### src/rtl/sc_pkg.sv
package sc_pkg;
  // strobes from the tag controller to the word array
  typedef struct packed {
    logic rdEn;      // register array word at lookup index into response
    logic wrEn;      // write wrData at write index
    logic setValid;  // mark the written word valid
    logic fwdFill;   // register fill word into response
    logic clrSector; // clear all word valid bits of one sector
    logic clrAll;    // clear every word valid bit
  } arrayStrobes_t;
endpackage

### src/rtl/sc_data_array.sv
module sc_data_array
  import sc_pkg::*;
#(
  parameter int NUM_SEC = 4,
  parameter int WORDS   = 8,
  parameter int DATA_W  = 24
) (
  input  logic                                     clk,
  input  logic                                     rst_n,
  input  arrayStrobes_t                            strb,
  input  logic [$clog2(NUM_SEC)+$clog2(WORDS)-1:0] idx,
  input  logic [$clog2(NUM_SEC)+$clog2(WORDS)-1:0] wrIdx,
  input  logic [DATA_W-1:0]                        wrData,
  input  logic [$clog2(NUM_SEC)-1:0]               clrSec,
  output logic                                     lkValid,
  output logic [DATA_W-1:0]                        rdData
);
  localparam int DEPTH = NUM_SEC * WORDS;

  logic [DATA_W-1:0] mem [DEPTH];
  logic [DEPTH-1:0]  wordValid;

  always_ff @(posedge clk) begin
    if (strb.wrEn) mem[wrIdx] <= wrData;
  end

  always_ff @(posedge clk) begin
    if (!rst_n) begin
      wordValid <= '0;
      rdData    <= '0;
    end else begin
      if (strb.clrAll) begin
        wordValid <= '0;
      end else begin
        if (strb.clrSector) wordValid[clrSec*WORDS +: WORDS] <= '0;
        if (strb.wrEn && strb.setValid) wordValid[wrIdx] <= 1'b1;
      end
      if (strb.fwdFill)   rdData <= wrData;
      else if (strb.rdEn) rdData <= mem[idx];
    end
  end

  assign lkValid = wordValid[idx];

  assert_fill_sets_valid_R3: assert property (@(posedge clk) disable iff (!rst_n)
    (strb.wrEn && strb.setValid && !strb.clrAll) |=> wordValid[$past(wrIdx)]);

  assert_disable_drops_words_R12: assert property (@(posedge clk) disable iff (!rst_n)
    strb.clrAll |=> (wordValid == '0));
endmodule

### src/rtl/sc_tag_ctrl.sv
module sc_tag_ctrl
  import sc_pkg::*;
#(
  parameter int NUM_SEC = 4,
  parameter int WORDS   = 8,
  parameter int ADDR_W  = 16
) (
  input  logic                                     clk,
  input  logic                                     rst_n,
  input  logic                                     cacheEn,
  input  logic                                     fetchReq,
  input  logic [ADDR_W-1:0]                        fetchAddr,
  input  logic                                     cmdReq,
  input  logic                                     cmdLock,
  input  logic [ADDR_W-$clog2(WORDS)-1:0]          cmdSectorAddr,
  input  logic                                     ramWe,
  input  logic                                     fillValid,
  input  logic                                     lkValid,
  output arrayStrobes_t                            strb,
  output logic [$clog2(NUM_SEC)+$clog2(WORDS)-1:0] idx,
  output logic [$clog2(NUM_SEC)+$clog2(WORDS)-1:0] wrIdx,
  output logic [$clog2(NUM_SEC)-1:0]               clrSec,
  output logic                                     ready,
  output logic                                     respValid,
  output logic                                     respHit,
  output logic                                     missReq,
  output logic [ADDR_W-1:0]                        missAddr
);
  localparam int SEC_W = $clog2(NUM_SEC);
  localparam int OFF_W = $clog2(WORDS);
  localparam int IDX_W = SEC_W + OFF_W;
  localparam int TAG_W = ADDR_W - OFF_W;

  logic [TAG_W-1:0]   tagReg [NUM_SEC];
  logic [SEC_W-1:0]   age    [NUM_SEC];
  logic [NUM_SEC-1:0] sectValid, sectLocked;
  logic               waiting, fillAlloc;
  logic [SEC_W-1:0]   fillSec;

  logic [TAG_W-1:0]   fTag;
  logic [OFF_W-1:0]   fOff;
  logic [NUM_SEC-1:0] matchF, matchC;
  logic               fHitAny, cHitAny, anyFree;
  logic [SEC_W-1:0]   fHitSec, cHitSec, victim;

  logic               touchEn, allocEn, lockSet, lockClr, goWait, respNow;
  logic               nFillAlloc;
  logic [SEC_W-1:0]   touchSec, lockSec, nFillSec;
  logic [TAG_W-1:0]   allocTag;

  assign fTag = fetchAddr[ADDR_W-1:OFF_W];
  assign fOff = fetchAddr[OFF_W-1:0];

  for (genvar i = 0; i < NUM_SEC; i++) begin : g_match
    assign matchF[i] = sectValid[i] && (tagReg[i] == fTag);
    assign matchC[i] = sectValid[i] && (tagReg[i] == cmdSectorAddr);
  end

  assign fHitAny = |matchF;
  assign cHitAny = |matchC;
  assign anyFree = ~&sectLocked;

  // encoders and LRU victim search over unlocked sectors
  always_comb begin
    logic found;
    fHitSec = '0;
    cHitSec = '0;
    victim  = '0;
    found   = 1'b0;
    for (int i = 0; i < NUM_SEC; i++) begin
      if (matchF[i]) fHitSec = SEC_W'(i);
      if (matchC[i]) cHitSec = SEC_W'(i);
      if (!sectLocked[i] && (!found || age[i] > age[victim])) begin
        victim = SEC_W'(i);
        found  = 1'b1;
      end
    end
  end

  always_comb begin
    strb       = '0;
    touchEn    = 1'b0;
    touchSec   = victim;
    allocEn    = 1'b0;
    allocTag   = fetchReq ? fTag : cmdSectorAddr;
    lockSet    = 1'b0;
    lockClr    = 1'b0;
    lockSec    = victim;
    goWait     = 1'b0;
    respNow    = 1'b0;
    nFillAlloc = 1'b0;
    nFillSec   = victim;
    clrSec     = victim;
    idx        = cacheEn ? {fHitSec, fOff} : fetchAddr[IDX_W-1:0];
    wrIdx      = cacheEn ? {fillSec, missAddr[OFF_W-1:0]} : fetchAddr[IDX_W-1:0];
    strb.clrAll = !cacheEn;
    if (waiting) begin
      if (fillValid) begin
        strb.fwdFill  = 1'b1;
        strb.wrEn     = fillAlloc && cacheEn;
        strb.setValid = fillAlloc && cacheEn;
      end
    end else if (!cacheEn) begin
      strb.rdEn = fetchReq;
      strb.wrEn = ramWe;
      respNow   = fetchReq;
    end else if (fetchReq) begin
      goWait = 1'b1;
      if (fHitAny) begin
        touchEn    = 1'b1;
        touchSec   = fHitSec;
        nFillAlloc = 1'b1;
        nFillSec   = fHitSec;
        if (lkValid) begin
          strb.rdEn = 1'b1;
          respNow   = 1'b1;
          goWait    = 1'b0;
        end
      end else if (anyFree) begin
        allocEn        = 1'b1;
        strb.clrSector = 1'b1;
        touchEn        = 1'b1;
        nFillAlloc     = 1'b1;
      end
    end else if (cmdReq) begin
      if (cHitAny) begin
        lockSec = cHitSec;
        lockSet = cmdLock;
        lockClr = !cmdLock;
      end else if (cmdLock && anyFree) begin
        allocEn        = 1'b1;
        strb.clrSector = 1'b1;
        touchEn        = 1'b1;
        lockSet        = 1'b1;
      end
    end
  end

  always_ff @(posedge clk) begin
    if (!rst_n) begin
      sectValid  <= '0;
      sectLocked <= '0;
      waiting    <= 1'b0;
      fillAlloc  <= 1'b0;
      fillSec    <= '0;
      missReq    <= 1'b0;
      missAddr   <= '0;
      respValid  <= 1'b0;
      respHit    <= 1'b0;
      for (int i = 0; i < NUM_SEC; i++) begin
        tagReg[i] <= '0;
        age[i]    <= SEC_W'(i);
      end
    end else begin
      respValid <= respNow || (waiting && fillValid);
      respHit   <= respNow;
      if (waiting && fillValid) begin
        waiting <= 1'b0;
        missReq <= 1'b0;
      end else if (goWait) begin
        waiting   <= 1'b1;
        missReq   <= 1'b1;
        missAddr  <= fetchAddr;
        fillAlloc <= nFillAlloc;
        fillSec   <= nFillSec;
      end
      if (!cacheEn) begin
        sectValid  <= '0;
        sectLocked <= '0;
      end else begin
        if (allocEn) begin
          tagReg[victim]     <= allocTag;
          sectValid[victim]  <= 1'b1;
          sectLocked[victim] <= 1'b0;
        end
        if (lockSet) sectLocked[lockSec] <= 1'b1;
        if (lockClr) sectLocked[lockSec] <= 1'b0;
      end
      if (touchEn) begin
        for (int j = 0; j < NUM_SEC; j++) begin
          if (j == int'(touchSec))         age[j] <= '0;
          else if (age[j] < age[touchSec]) age[j] <= age[j] + 1'b1;
        end
      end
    end
  end

  assign ready = !waiting;

  assert_unique_tags_R2: assert property (@(posedge clk) disable iff (!rst_n)
    $onehot0(matchF));

  assert_miss_blocks_R2: assert property (@(posedge clk) disable iff (!rst_n)
    missReq |-> !ready);

  assert_fill_response_R3: assert property (@(posedge clk) disable iff (!rst_n)
    (waiting && fillValid) |=> (respValid && !respHit && ready));

  assert_hit_no_miss_R4: assert property (@(posedge clk) disable iff (!rst_n)
    (ready && cacheEn && fetchReq && fHitAny && lkValid) |=> (respValid && respHit && !missReq));

  assert_disable_drops_tags_R12: assert property (@(posedge clk) disable iff (!rst_n)
    !cacheEn |=> (sectValid == '0 && sectLocked == '0));

  for (genvar i = 0; i < NUM_SEC; i++) begin : g_pin
    assert_pinned_tag_kept_R7: assert property (@(posedge clk) disable iff (!rst_n)
      (sectLocked[i] && cacheEn) |=> ($stable(tagReg[i]) && sectValid[i]));
  end
endmodule

### src/rtl/sector_icache.sv
module sector_icache
  import sc_pkg::*;
#(
  parameter int NUM_SECTORS  = 4,
  parameter int SECTOR_WORDS = 8,
  parameter int ADDR_W       = 16,
  parameter int DATA_W       = 24
) (
  input  logic                                     clk,
  input  logic                                     rst_n,
  input  logic                                     cacheEn,
  input  logic                                     fetchReq,
  input  logic [ADDR_W-1:0]                        fetchAddr,
  output logic                                     ready,
  output logic                                     respValid,
  output logic                                     respHit,
  output logic [DATA_W-1:0]                        respData,
  output logic                                     missReq,
  output logic [ADDR_W-1:0]                        missAddr,
  input  logic                                     fillValid,
  input  logic [DATA_W-1:0]                        fillData,
  input  logic                                     ramWe,
  input  logic                                     cmdReq,
  input  logic                                     cmdLock,
  input  logic [ADDR_W-$clog2(SECTOR_WORDS)-1:0]   cmdSectorAddr
);
  localparam int SEC_W = $clog2(NUM_SECTORS);
  localparam int IDX_W = SEC_W + $clog2(SECTOR_WORDS);

  arrayStrobes_t    strb;
  logic [IDX_W-1:0] idx, wrIdx;
  logic [SEC_W-1:0] clrSec;
  logic             lkValid;

  sc_tag_ctrl #(.NUM_SEC(NUM_SECTORS), .WORDS(SECTOR_WORDS), .ADDR_W(ADDR_W)) u_ctrl (
    .clk, .rst_n, .cacheEn, .fetchReq, .fetchAddr, .cmdReq, .cmdLock, .cmdSectorAddr,
    .ramWe, .fillValid, .lkValid, .strb, .idx, .wrIdx, .clrSec,
    .ready, .respValid, .respHit, .missReq, .missAddr
  );

  sc_data_array #(.NUM_SEC(NUM_SECTORS), .WORDS(SECTOR_WORDS), .DATA_W(DATA_W)) u_array (
    .clk, .rst_n, .strb, .idx, .wrIdx, .wrData(fillData), .clrSec,
    .lkValid, .rdData(respData)
  );
endmodule

### config.mk
export PLATFORM = sky130hd
export DESIGN_NAME = sector_icache
export DESIGN_NICKNAME = d
export VERILOG_FILES = /design/src/rtl/sc_pkg.sv /design/src/rtl/sc_data_array.sv /design/src/rtl/sc_tag_ctrl.sv /design/src/rtl/sector_icache.sv
export SDC_FILE = /design/constraint.sdc
export NUM_CORES = 1
export LEC_CHECK = 0
export BUFFER_PORTS_ARGS = -buffer_cell sky130_fd_sc_hd__buf_2
export CAP_MARGIN = 20
export CORE_ASPECT_RATIO = 0.7
export CORE_MARGIN = 2
export CORE_UTILIZATION = 65
export DETAILED_ROUTE_END_ITERATION = 10
export GPL_TIMING_DRIVEN = 0
export PLACE_DENSITY = 0.83
export RECOVER_POWER = 25
export REMOVE_ABC_BUFFERS = 1
export SKIP_LAST_GASP = 1
export SYNTH_ARGS = -nofsm -noshare
export SYNTH_HDL_FRONTEND = slang
export SYNTH_HIERARCHICAL = 1
export SYNTH_SLANG_ARGS = --single-unit
export TNS_END_PERCENT = 5
### constraint.sdc
create_clock -name clk -period 13.5 [get_ports clk]
set_input_delay 1.35 -clock clk [delete_from_list [all_inputs] [get_ports clk]]
set_output_delay 1.35 -clock clk [all_outputs]
set_load 0.05 [all_outputs]
==> results.md <==
- I/O Pins: about 110
- RSZ-0062 raised after global routing: no
- Drt via density: about 7.0
- Yosys Warn Count: 6
- Grt total ovfl: 0
- RR Endpoint: u_ctrl/age[3][0]
- CP top delay family: compound AO/OA/AOI/OAI gates
- CTS tree: done
- Slew @ Worst Pin: roughly 1.4 ns
- Int Pwr: between 5 and 6 mW
- Clock Power Share: between 30% and 40%
- Placer Congestion: approximately 1
- Die ar.: slightly above 0.06 mm2
- Final Hold Fails: 0
- Clk buf depth: 3
- Worst clock skew: about 0.019 ns
- CTS root buffer: clkbuf_16
- PwrDens: 171 mW/mm2
- Final cell count without fillers: 3345
- TritonCTS sink count: 914
- Synth Register Bits: around 910
- Flop pwr share: between 40 and 50%
- Post-cts sizing count: 0
- PortBufs: between 100 and 150
- CP Capture Type: flop
- Initial Utilization: 66.0%
- Post-Syn Instances: approximately 2400
- DR pass1 iterations: 9
- Maximum vdd drop: about 0.18 mV
- Post-synth top flop: edfxtp_1
- Crit-path cells: inv_1, ha_1, nor2b_1, o31ai_2, o21ai_0, ha_1, nand2_1, o21ai_0, a21oi_1, nor2_1, a21oi_1, ha_1, nor2b_1, o21ai_0, a21oi_1, nor2_1, inv_1, a21oi_1, o211ai_1, a32o_1, o221a_1
- Leak pwr: around 14 nW
- Skew-Pair Late Insertion Delay: roughly 0.65 ns
- Fin area: between 0.04 and 0.05 mm2
- Number of CTS-inserted buffers: 84
- Post-CTS Setup Inserts: 0
- Critical Path Fanout Max: 12
- GRT met3 Usage: a little over a tenth
- Global route hottest layer: met1
- Initial antenna violation count: 1
- Core Rows: 74
- Drt drc: 0
- Crit Path Class: flop to flop
- Number of global-route vias before repair: 22800
- Worst min path class: flop to flop
- Die X: 296 um
- Max_cap viols: 0
- Crit start category: flop
- Max-slew violations: 0
- Layout area overhead: 12.8%
- Finished Core Util: around 74%
- Placed insts: approximately 3200
- CTS Hold Buffers Added: 0
- Largest stage delay on the critical path: slightly above 0.9 ns
- DR vias: ~24000
- Worst EP arrival: approximately 8 ns
- Critical Path RT: 13.90 ns
- Die height: around 210 um
- Leading area contributor after synthesis: edfxtp_1
- NumNets Final: 2543
- Commonest cells post-synth: edfxtp_1, nor2_1, nand2_1
- Final ANT Viol Nets: 0
- Fmax: around 140 MHz
- Combinational fraction of design power: 23.0%
- Post-DP HPWL: 62.6 mm
- Min Clock Period, post-route: ~7.4 ns
- Worst reg2reg path startpoint: u_ctrl/age[0][1]
- Switching part of the total: between 30 and 40%
- Syn avg cell area: roughly 16 um2
- Core area: 0.0586 mm2
- Tot Pwr: between 7 and 8 mW
- Final setup viols: 0
- Status: finished, final reports clean
- Crit-path most repeated cell: a21oi_1
- First-pass GRT wire length: around 150 mm
- Post-Syn Area: 0.0387 mm2
- Switch Pwr: between 2 and 2.5 mW
- Synth area leaders: edfxtp_1, mux4_2, dfxtp_1
- Wire per inst: slightly above 30 um
- WP buf/inv: 2
- Seq/Total Area, Yosys: roughly 69%
- H-tree levels: 3
- Synth unique cells: 81
- Total Wirelength: a little over 100 mm
- Top cell type's share of synthesized area: between 60% and 70%
- Hold Path Stages: 2
- Worst reg2reg path depth: 21
- Clk pin slew, worst setup/hold paths: 0.07 ns
- Crit path max-delay cell type: a21oi_1
- Hold Slack: about 0.46 ns
- Share of cells above drive strength 1: a little over a fifth
- Slew headroom: under 10%
- Met2 Use GR: 48.1%
- Post-synth EDFFs: 828
- Initial DRC Count: between 3000 and 4000
- Count leader, synth: edfxtp_1
- Fill cell count: 3288
- Area after DPL: ~0.04 mm2
- Met1 usage: a little under 50%
- Hold Crit Start: u_ctrl/missAddr[5]
- Worst-case hold path end point: u_ctrl/missAddr[5]
- Largest net degree at the start of global routing: just under 100
- Async set-reset flop share out of synthesis: 0%
- Final Cycle Share: approximately 55%
- Reg2reg setup slack: approximately 6.1 ns
- All-Layer GR Usage: approximately a third
[logic make-up after synthesis]
family	after synthesis	synth area share, %
adders and majority gates	6	0.194
and+or+nand+nor	533	6.58
AOI/OAI and AO/OA	345	6.45
buffers and inverters	173	2.20
muxes	317	13.3
xor gates and xnor gates	105	2.51
DFF	914	68.7
[power by group through the flow]
stage | clock, mW | combinational [mW] | sequential, mW
4_1_cts | 2.46 | 1.63 | 3.31
2_1_floorplan | 0 | 1.07 | 3.37
3_3_place_gp | 0 | 1.57 | 3.37
6_report | 2.44 | 1.72 | 3.32
3_5_place_dp | 0 | 1.61 | 3.37
5_1_grt | 2.57 | 1.81 | 3.32
[tightest hold or removal path: cells and delay by family, from the launching register on]
family	cells	cell delay, ns
and+or+nand+nor	1	0.05
AOI/OAI and AO/OA	1	0.05
DFF	1	0.31
[through the flow]
stage | setup WS [ns] | TNS [ns]
final | 6.12 | 0
after global placement | -1.38 | -32.73
after detailed placement | 6.58 | 0
after floorplan | 5.56 | 0
after CTS | 6.55 | 0
after global routing | 5.78 | 0
[layout make-up]
cell class	count	area, um2	area share, %
clock inverter	41	452	1.04
clock buffer	115	2390	5.47
inverter	17	63.8	0.146
sequential	914	26600	60.9
tap	798	998	2.29
antenna	1	2.50	0.00574
timing repair buffer	153	1590	3.65
multi-input combinational	1306	11500	26.5
[worst max-delay path by stage]
| stage | start | endpoint | slack, ns | depth (start not counted) |
|---|---|---|---|---|
| floorplan | fetchAddr[7] | u_array/rdData[0] | 5.56 | 12 |
| global placement | fetchAddr[4] | u_array/rdData[21] | -1.38 | 13 |
| detailed placement | u_ctrl/age[0][1] | u_ctrl/age[3][0] | 6.58 | 21 |
| CTS | u_ctrl/age[0][1] | u_ctrl/age[3][0] | 6.55 | 21 |
| global route | u_ctrl/age[0][1] | u_ctrl/age[3][0] | 5.78 | 21 |
| finish | u_ctrl/age[0][1] | u_ctrl/age[3][0] | 6.12 | 21 |
[flip-flops by register name, indices dropped and copies added (netlist names)]
register           count
u_array/mem          768
u_ctrl/tagReg         52
u_array/wordValid     32
u_array/rdData        24
u_ctrl/missAddr       16
u_ctrl/age             8
u_ctrl/sectLocked      4
u_ctrl/sectValid       4
u_ctrl/fillSec         2
u_ctrl/fillAlloc       1
u_ctrl/respHit         1
u_ctrl/respValid       1
u_ctrl/waiting         1
[cells in the final DEF (no fill, tap or decap), types with 30 or more instances in the layout]
cell,instances
edfxtp_1,828
nand2_1,157
mux4_2,154
nor2_1,136
mux2i_1,115
xnor2_1,93
clkbuf_16,91
dfxtp_1,86
buf_2,82
a22oi_1,60
a21oi_1,57
mux2_2,48
nand4_1,44
clkbuf_1,40
nand3_1,36
nor2_4,33
o21ai_0,31
nor2b_1,30
[routing by layer]
| layer | routed length, um | up-vias | share of wire, % |
|---|---|---|---|
| li1 | - | 9575 | - |
| met1 | 39000 | 11800 | 38 |
| met2 | 45400 | 1820 | 44 |
| met3 | 14400 | 313 | 14 |
| met4 | 3940 | 0 | 3.8 |
| met5 | 0 | - | 0 |
Note: power is estimated with default switching activity, not from simulation.
